===== config.mk =====
export PLATFORM = sky130hd
export DESIGN_NAME = hw_ctrl_seq
export DESIGN_NICKNAME = d
export VERILOG_FILES = /design/src/rtl/hw_ctrl_pkg.sv /design/src/rtl/hw_step_counter.sv /design/src/rtl/hw_instr_decoder.sv /design/src/rtl/hw_ctrl_encoder.sv /design/src/rtl/hw_ctrl_seq.sv
export SDC_FILE = /design/constraint.sdc
export NUM_CORES = 1
export LEC_CHECK = 0
export ABC_AREA = 1
export BUFFER_PORTS_ARGS = -buffer_cell sky130_fd_sc_hd__buf_2
export CAP_MARGIN = 20
export CORE_AREA = 3 3 40 42
export DETAILED_ROUTE_END_ITERATION = 6
export DIE_AREA = 0 0 43 45
export HOLD_SLACK_MARGIN = 0.08
export PLACE_DENSITY = 0.69
export SETUP_SLACK_MARGIN = 0.15
export SYNTH_ARGS = -nofsm -noshare
export SYNTH_HDL_FRONTEND = slang
export SYNTH_HIERARCHICAL = 1
export SYNTH_SLANG_ARGS = --single-unit

===== constraint.sdc =====
create_clock -name clk_i -period 1.23 [get_ports clk_i]
set_input_delay 0.0615 -clock clk_i [delete_from_list [all_inputs] [get_ports clk_i]]
set_output_delay 0.0615 -clock clk_i [all_outputs]
set_load 0.01 [all_outputs]

===== src/rtl/hw_ctrl_pkg.sv =====
package hw_ctrl_pkg;
  localparam int OP_W  = 4;
  localparam int NINS  = 3;
  localparam int I_ADD = 0;
  localparam int I_BR  = 1;
  localparam int I_BRN = 2;

  localparam logic [OP_W-1:0] OPC_ADD = 4'h1;
  localparam logic [OP_W-1:0] OPC_BR  = 4'h2;
  localparam logic [OP_W-1:0] OPC_BRN = 4'h3;

  typedef struct packed {
    logic pc_out;
    logic pc_in;
    logic mar_in;
    logic mdr_out;
    logic ir_in;
    logic y_in;
    logic z_in;
    logic z_out;
    logic r1_in;
    logic r1_out;
    logic r3_out;
    logic off_out;
    logic sel_four;
    logic alu_add;
    logic read;
    logic wmfc;
    logic end_op;
  } ctrl_t;

  function automatic logic [OP_W-1:0] opc_of(input int idx);
    case (idx)
      I_ADD:   return OPC_ADD;
      I_BR:    return OPC_BR;
      default: return OPC_BRN;
    endcase
  endfunction
endpackage


===== src/rtl/hw_step_counter.sv =====
module hw_step_counter #(
  parameter int NSTEP = 7
) (
  input  logic             clk_i,
  input  logic             rst_ni,
  input  logic             run_i,
  input  logic             end_i,
  output logic [NSTEP-1:0] step_o
);
  localparam int CW = $clog2(NSTEP);
  localparam logic [CW-1:0] LAST = CW'(NSTEP - 1);

  logic [CW-1:0] cnt_q;

  always_ff @(posedge clk_i or negedge rst_ni) begin
    if (!rst_ni)                cnt_q <= '0;
    else if (end_i)             cnt_q <= '0;
    else if (run_i) begin
      if (cnt_q == LAST)        cnt_q <= '0;
      else                      cnt_q <= cnt_q + 1'b1;
    end
  end

  for (genvar k = 0; k < NSTEP; k++) begin : g_slot
    assign step_o[k] = (cnt_q == CW'(k));
  end

  p_step_onehot_r2: assert property (@(posedge clk_i) disable iff (!rst_ni)
    $countones(step_o) == 1);

  p_end_restart_r8: assert property (@(posedge clk_i) disable iff (!rst_ni)
    end_i |=> step_o[0]);
endmodule


===== src/rtl/hw_instr_decoder.sv =====
module hw_instr_decoder
  import hw_ctrl_pkg::*;
(
  input  logic            clk_i,
  input  logic            rst_ni,
  input  logic [OP_W-1:0] op_i,
  output logic [NINS-1:0] ins_o
);
  for (genvar i = 0; i < NINS; i++) begin : g_line
    assign ins_o[i] = (op_i == opc_of(i));
  end

  p_ins_onehot0_r12: assert property (@(posedge clk_i) disable iff (!rst_ni)
    $onehot0(ins_o));

  p_add_line_r12: assert property (@(posedge clk_i) disable iff (!rst_ni)
    (op_i == 4'h1) |-> ins_o[I_ADD]);
endmodule


===== src/rtl/hw_ctrl_encoder.sv =====
module hw_ctrl_encoder
  import hw_ctrl_pkg::*;
#(
  parameter int NSTEP = 7
) (
  input  logic [NSTEP-1:0] t_i,
  input  logic [NINS-1:0]  ins_i,
  input  logic             n_i,
  output ctrl_t            ctrl_o
);
  logic t1, t2, t3, t4, t5, t6, t7;
  logic is_add, is_br, is_brn, is_brx, is_undef;

  assign {t7, t6, t5, t4, t3, t2, t1} = t_i[6:0];
  assign is_add   = ins_i[I_ADD];
  assign is_br    = ins_i[I_BR];
  assign is_brn   = ins_i[I_BRN];
  assign is_brx   = is_br | is_brn;
  assign is_undef = ~|ins_i;

  // sum of products over slot, instruction and flag
  always_comb begin
    ctrl_o          = '0;
    ctrl_o.pc_out   = t1;
    ctrl_o.mar_in   = t1 | (t4 & is_add);
    ctrl_o.read     = t1 | (t4 & is_add);
    ctrl_o.sel_four = t1;
    ctrl_o.alu_add  = t1 | (t6 & is_add) | (t4 & is_brx);
    ctrl_o.z_in     = t1 | (t6 & is_add) | (t4 & is_brx);
    ctrl_o.z_out    = t2 | (t7 & is_add) | (t5 & is_brx);
    ctrl_o.pc_in    = t2 | (t5 & is_brx);
    ctrl_o.y_in     = t2 | (t5 & is_add);
    ctrl_o.wmfc     = t2 | (t5 & is_add);
    ctrl_o.mdr_out  = t3 | (t6 & is_add);
    ctrl_o.ir_in    = t3;
    ctrl_o.r3_out   = t4 & is_add;
    ctrl_o.r1_out   = t5 & is_add;
    ctrl_o.r1_in    = t7 & is_add;
    ctrl_o.off_out  = t4 & is_brx;
    ctrl_o.end_op   = (t7 & is_add) | (t5 & is_brx) | (t4 & is_brn & ~n_i)
                    | (t4 & is_undef);
  end
endmodule


===== src/rtl/hw_ctrl_seq.sv =====
module hw_ctrl_seq
  import hw_ctrl_pkg::*;
#(
  parameter int STEPS = 7
) (
  input  logic             clk_i,
  input  logic             rst_ni,
  input  logic [3:0]       opcode_i,
  input  logic             n_i,
  input  logic             mfc_i,
  output logic [STEPS-1:0] step_o,
  output logic             pc_out_o,
  output logic             pc_in_o,
  output logic             mar_in_o,
  output logic             mdr_out_o,
  output logic             ir_in_o,
  output logic             y_in_o,
  output logic             z_in_o,
  output logic             z_out_o,
  output logic             r1_in_o,
  output logic             r1_out_o,
  output logic             r3_out_o,
  output logic             off_out_o,
  output logic             sel_four_o,
  output logic             add_o,
  output logic             read_o,
  output logic             wmfc_o,
  output logic             end_o
);
  logic [STEPS-1:0] step;
  logic [NINS-1:0]  ins;
  ctrl_t            ctrl;
  logic             run;

  // RUN drops while waiting on memory
  assign run = ~(ctrl.wmfc & ~mfc_i);

  hw_step_counter #(.NSTEP(STEPS)) u_cnt (
    .clk_i (clk_i),
    .rst_ni(rst_ni),
    .run_i (run),
    .end_i (ctrl.end_op),
    .step_o(step)
  );

  hw_instr_decoder u_dec (
    .clk_i (clk_i),
    .rst_ni(rst_ni),
    .op_i  (opcode_i),
    .ins_o (ins)
  );

  hw_ctrl_encoder #(.NSTEP(STEPS)) u_enc (
    .t_i   (step),
    .ins_i (ins),
    .n_i   (n_i),
    .ctrl_o(ctrl)
  );

  assign step_o     = step;
  assign pc_out_o   = ctrl.pc_out;
  assign pc_in_o    = ctrl.pc_in;
  assign mar_in_o   = ctrl.mar_in;
  assign mdr_out_o  = ctrl.mdr_out;
  assign ir_in_o    = ctrl.ir_in;
  assign y_in_o     = ctrl.y_in;
  assign z_in_o     = ctrl.z_in;
  assign z_out_o    = ctrl.z_out;
  assign r1_in_o    = ctrl.r1_in;
  assign r1_out_o   = ctrl.r1_out;
  assign r3_out_o   = ctrl.r3_out;
  assign off_out_o  = ctrl.off_out;
  assign sel_four_o = ctrl.sel_four;
  assign add_o      = ctrl.alu_add;
  assign read_o     = ctrl.read;
  assign wmfc_o     = ctrl.wmfc;
  assign end_o      = ctrl.end_op;

  p_one_driver_r11: assert property (@(posedge clk_i) disable iff (!rst_ni)
    $countones({pc_out_o, mdr_out_o, z_out_o, r1_out_o, r3_out_o, off_out_o}) <= 1);

  p_zin_slots_r7: assert property (@(posedge clk_i) disable iff (!rst_ni)
    z_in_o |-> (step_o[0] | (step_o[5] & (opcode_i == 4'h1))
               | (step_o[3] & ((opcode_i == 4'h2) | (opcode_i == 4'h3)))));

  p_brn_fall_r6: assert property (@(posedge clk_i) disable iff (!rst_ni)
    (step_o[3] && opcode_i == 4'h3 && !n_i) |-> (end_o && !pc_in_o));

  p_undef_end_r10: assert property (@(posedge clk_i) disable iff (!rst_ni)
    (step_o[3] && opcode_i != 4'h1 && opcode_i != 4'h2 && opcode_i != 4'h3)
      |-> (end_o && !z_in_o && !read_o));

  p_stall_hold_r9: assert property (@(posedge clk_i) disable iff (!rst_ni)
    (wmfc_o && !mfc_i) |=> $stable(step_o));

  p_advance_r2: assert property (@(posedge clk_i) disable iff (!rst_ni)
    ((!wmfc_o || mfc_i) && !end_o && !step_o[STEPS-1])
      |=> (step_o == ($past(step_o) << 1)));
endmodule


After elaboration in Yosys (flattened, before gate mapping)
Cells that the tools add are included.
{"block": "totals", "inputBits": 8, "register_bits": 3, "output_inout_bits": 24, "wordCells": 42}
{"block": "op_classes", "eq_ne": 10, "muxes": 3, "n_bitwise": 24, "n_reduce_logical": 3, "n_addsub": 1}
{"operator": "1-bit bitwise OR", "count": 12}
{"operator": "1-bit AND", "count": 10}
{"operator": "3-bit equality test, second input constant", "count": 3}
{"operator": "3-bit 2-to-1 mux", "count": 3}
{"operator": "4-bit by 2-bit equality test with 1-bit output, second input constant", "count": 2}
{"operator": "3-bit by 2-bit equality test with 1-bit output, second input constant", "count": 2}
{"operator": "4-bit by 1-bit equality test with 1-bit output, second input constant", "count": 1}
{"operator": "3-bit by 1-bit adder with 3-bit output, second input constant", "count": 1}
{"operator": "3-bit by 1-bit equality test with 1-bit output, second input constant", "count": 1}
{"operator": "3-bit zero test", "count": 1}
{"operator": "3-bit OR reduction", "count": 1}
{"operator": "2-bit != test, second input constant", "count": 1}
{"operator": "1-bit inverter", "count": 2}
{"operator": "1-bit zero test", "count": 1}

Logic depth before layout (Yosys ltp)
{"block": "logic_depth", "word_depth": 7, "ltp_mapped": 11, "depth_no_buf": 11}

Hierarchy
Netlist, hierarchy kept.
{"mod": "hw_step_counter", "area_per_inst_um2": 219.0, "seq_area_each_um2": 75.1, "cells_per_inst": 32, "instances": 1}
{"mod": "hw_ctrl_encoder", "area_per_inst_um2": 162.7, "seq_area_each_um2": 0.0, "cells_per_inst": 35, "instances": 1}
{"mod": "hw_instr_decoder", "area_per_inst_um2": 41.3, "seq_area_each_um2": 0.0, "cells_per_inst": 11, "instances": 1}
{"mod": "hw_ctrl_seq", "area_per_inst_um2": 7.5, "seq_area_each_um2": 0.0, "cells_per_inst": 2, "instances": 1}

Least setup slack after synthesis
Ideal clock, no wire load.
{"block": "synth_path", "path_kind": "reg2reg", "start": "register u_cnt.cnt_q[2]", "end": "register u_cnt.cnt_q[1]", "slack_ps": -413, "period_less_slack_ps": 1643, "path_buffers": 0, "required_time_ps": 1108, "arrival_time_ps": 1521, "stages_incl_launch_ff": 8, "setup_ps": 122, "path_cell_list": "dfrtp_1 inv_1 nor3_1 nand2_1 nand2_1 nand2_1 o21ai_0 nor2_2"}
{"block": "synth_via", "elab_cells_between_ends": 19, "cone_classes": "eq/ne: 5; mux: 3; bitwise: 11"}
{"element": "from (decl)", "line": "hw_step_counter.sv:13", "rtl": "logic [CW-1:0] cnt_q;"}
{"element": "from (signal assigned)", "line": "hw_step_counter.sv:20", "rtl": "else cnt_q <= cnt_q + 1'b1;"}
{"element": "3-bit equality test", "line": "hw_step_counter.sv:25", "rtl": "assign step_o[k] = (cnt_q == CW'(k));"}
{"element": "via step_o[4]", "line": "hw_ctrl_seq.sv:11", "rtl": "output logic [STEPS-1:0] step_o,"}
{"element": "1-bit AND", "line": "hw_ctrl_encoder.sv:33", "rtl": "ctrl_o.wmfc = t2 | (t5 & is_add);"}
{"element": "1-bit bitwise OR", "line": "hw_ctrl_encoder.sv:33"}
{"element": "via wmfc_o", "line": "hw_ctrl_seq.sv:27", "rtl": "output logic wmfc_o,"}
{"element": "1-bit AND", "line": "hw_ctrl_seq.sv:36", "rtl": "assign run = ~(ctrl.wmfc & ~mfc_i);"}
{"element": "2-bit != test (no line)"}
The timed path passes the listed nets, and every way through them passes these cells. The select of a mux whose other input is x is not followed.
A chain may end at the register's enable or synchronous reset.

Final worst setup path
{"block": "layout_path", "start": "register u_cnt.cnt_q[1]", "end": "output z_out_o"}
{"block": "layout_via", "elab_chain_len": 4, "elab_cells_between_ends": 7, "cone_classes": "eq/ne: 3; bitwise: 4"}
{"element": "3-bit equality test", "line": "hw_step_counter.sv:25"}
{"element": "1-bit AND", "line": "hw_ctrl_encoder.sv:30", "rtl": "ctrl_o.z_out = t2 | (t7 & is_add) | (t5 & is_brx);"}
{"element": "1-bit bitwise OR", "line": "hw_ctrl_encoder.sv:30"}
{"element": "1-bit bitwise OR (*)", "line": "hw_ctrl_encoder.sv:30"}
{"element": "to (decl)", "line": "hw_ctrl_seq.sv:19", "rtl": "output logic z_out_o,"}
Every way passes the cells marked *; elsewhere a longest branch is shown, timed or not.

==> impl_metrics.py <==
metrics = {
    "run_status": {
        "status": "complete, but fails checks",
        "violations": "setup timing",
    },
    "floorplanning": {
        "die_w_um": 43,
        "initial_utilization_pct": 33.5,
        "ios": 32,
        "std_cell_rows": 13,
        "die_h_um": 45,
        "die-area_mm2": 0.00194,
        "coreArea_mm2": 0.00128,
    },
    "final_layout": {
        "drive_above_1_share_pct": 75.4,
        "n_fill_cell": 72,
        "design_area_mm2": 0.00107,
        "diodes": 0,
        "final_cell_mix": "20 x buf_2, 20 x buf_6, 19 x buf_4",
        "largestRegisters": "u_cnt/cnt_q x3",
        "largest_register": "u_cnt/cnt_q",
        "largest_register_ffs": 3,
        "area_growth_syn_to_layout_pct": 149,
        "layout.nets": 148,
    },
    "place": {
        "hpwl_um": 1050,
        "placed_area_um2": 688,
        "port_buffers": 31,
        "globalplace.congestion": 0.813,
    },
    "power": {
        "power-per-cell-area_mw_per_mm2": 2690,
        "peakVddDrop_v": 0.00154,
        "power_leakage_uw": 0.000625,
    },
    "worst_setup_path": {
        "cp_cell_sequence": "nor3_4, inv_2, nor2_4, nor2_4, nand2_1, buf_6",
        "reg2reg_depth": 8,
        "criticalPathCategory": "reg -> out",
        "worstPathArrival_ns": 1.46,
        "critPathLaunchType": "flop",
        "r2r-end": "u_cnt/cnt_q[0]$_DFFE_PN0P_",
        "crit_fanout": 6,
        "endpoint_kind": "output port",
        "slowest_delay_ns": 0.47,
        "critPathRequiredTime_ns": 1.17,
        "cp_num_buf_inv": 2,
        "r2r_slack_ns": -0.26,
        "cp_slowest_cell": "dfrtp_2",
        "critPathTopFamily": "simple AND/OR/NAND/NOR gates",
        "r2r-start": "u_cnt/cnt_q[1]$_DFFE_PN0P_",
        "cp_common_cell": "nor2_4",
    },
    "synthesis": {
        "synth_area_leaders": "nand2_1 21%, inv_1 18%, dfrtp_1 17%",
        "synth_top_cell_area_share_pct": 20.9,
        "syn-instance-count": 80,
        "yosysUniqueCellTypes": 14,
        "avgSynthCellArea_um2": 5.38,
        "synth-seq-area-share_pct": 17.4,
        "ys_seq_elements": 3,
        "synth_warnings": 6,
        "yosys.area.top_type": "nand2_1",
        "syn_nets": 89,
        "syn_area_um2": 430,
    },
    "timing": {
        "hold_violations": 0,
        "period_minus_slack_ns": 1.52,
        "setup_viol": 25,
        "max-slew-margin-rel_pct": 77.7,
        "finalSetupTns_ns": -4.94,
        "holdWs_ns": 0.178,
        "period_share_pct": 124,
        "report.final.slew_viol_count": 0,
        "max_clock_freq_mhz": 657,
        "layout_setup_ws_ns": -0.291,
        "worst_pin_slew_ns": 0.334,
        "finalClockSkew_ns": 0.00315,
        "rsz0062_at_grt": "true",
    },
    "global_route": {
        "gr-total-overflow": 0,
        "grt_max_degree": 7,
        "grt_pass1_vias": 690,
        "antenna_found_initial": 0,
        "grt_pass1_wl_um": 2910,
        "grtUsageTotal_pct": 20.5,
    },
    "clock_network": {
        "cts_sinks": 3,
        "cts-root-buf": "clkbuf_4",
        "htree_levels": 1,
        "clock_latency_ns": 0.25,
        "clk_pin_slew_ns": 0.04,
        "cts_tree": "built",
        "clock_path_buffers": 2,
        "numCtsBuffers": 3,
    },
    "routing": {
        "drc": 0,
        "drtAntennaViolNets": 0,
        "totalWireLength_um": 2110,
        "routedWlPerCell_um": 13.8,
        "vias_per_cell": 4.63,
        "vias": 708,
        "drt_pass1_iterations": 4,
        "drt-initial-drc-count": 19,
    },
    "job": {
        "cap_violations": 0,
    },
    "hold_path": {
        "hold_path_class": "in -> async",
    },
}
how the worst max path moves through the flow:
stage                     slack (ns)                  startpoint  cells after the start                          to
after floorplan                -0.09  u_cnt/cnt_q[2]$_DFFE_PN0P_                      7  u_cnt/cnt_q[1]$_DFFE_PN0P_
after global routing           -0.34  u_cnt/cnt_q[0]$_DFFE_PN0P_                      8                     z_out_o
after global placement         -0.05  u_cnt/cnt_q[0]$_DFFE_PN0P_                      8  u_cnt/cnt_q[2]$_DFFE_PN0P_
final                          -0.29  u_cnt/cnt_q[1]$_DFFE_PN0P_                      6                     z_out_o
after detailed placement       -0.08  u_cnt/cnt_q[0]$_DFFE_PN0P_                      8  u_cnt/cnt_q[2]$_DFFE_PN0P_
after CTS                      -0.19  u_cnt/cnt_q[2]$_DFFE_PN0P_                      7                       end_o
cells by family (layout without fill, tap and decap cells):
kind of cell | Yosys count | in the layout | share of synthesized area (%)
compound gates | 4 | 4 | 4.65
simple gates | 44 | 44 | 45.3
buf+inv | 28 | 86 | 29.7
flops | 3 | 3 | 17.4
fa+ha+maj | 1 | 1 | 2.91
area by class of cell:
type | count | area [µm²] | share of cell area, %
Timing Repair Buffer | 60 | 478 | 44.6
Multi-Input combinational cell | 49 | 380 | 35.5
Inverter | 22 | 90.1 | 8.40
Sequential cell | 3 | 78.8 | 7.35
Clock buffer | 4 | 26.3 | 2.45
Tap cell | 15 | 18.8 | 1.75
worst reg2reg max path, stage by stage, from the launching register on:
cell	delay, ns
dfrtp_2	0.47
nor3_4	0.28
nand2_1	0.12
nand2_2	0.11
buf_6	0.12
nand2_8	0.07
inv_4	0.07
nand2_1	0.06
a21oi_2	0.12
per-stage QoR:
step / std cells / total power, µW / util [%] / worst slack [ns]
finish: 153 / 2890 / 83.4 / -0.291
detailed placement: 132 / 1580 / 53.6 / -0.0798
global route: 153 / 3040 / 83.4 / -0.342
floorplan: 80 / 1100 / - / -0.0857
CTS: 148 / 2490 / 75.8 / -0.192
global placement: 132 / 1560 / 53.6 / -0.0530
timing repair:
action | CTS | global route
pin swaps | 13 | 8
hold endpoints to repair | 3 | 0
setup buffers | 11 | 5
hold buffers | 1 | 0
gates resized for setup | 42 | 14
endpoints found under the setup margin | 27 | 27
metal layers:
| layer | global-route usage (%) | wire length (µm) | vias to the layer above |
|---|---|---|---|
| met1 | 20.1 | 793 | 318 |
| met5 | 0 | 0 | - |
| met3 | 0.398 | 113 | 8 |
| met4 | 17.5 | 88 | 0 |
| met2 | 39.8 | 1120 | 38 |
| li1 | - | - | 344 |
synth_stat cells (all sizes together):
cell and count:
a21oi 1, ha 1, nand3 4, nor2 12
dfrtp 3, nor3 2, inv 22, buf 6
o21ai 3, nand2 26
where the power goes:
group | total (µW) | switching, µW | internal (µW)
Sequential | 287 | 127 | 160
Combinational | 2410 | 1150 | 1260
Clock | 188 | 65.3 | 122
Total | 2890 | 1340 | 1540
Note: power is estimated with default switching activity, not from simulation.
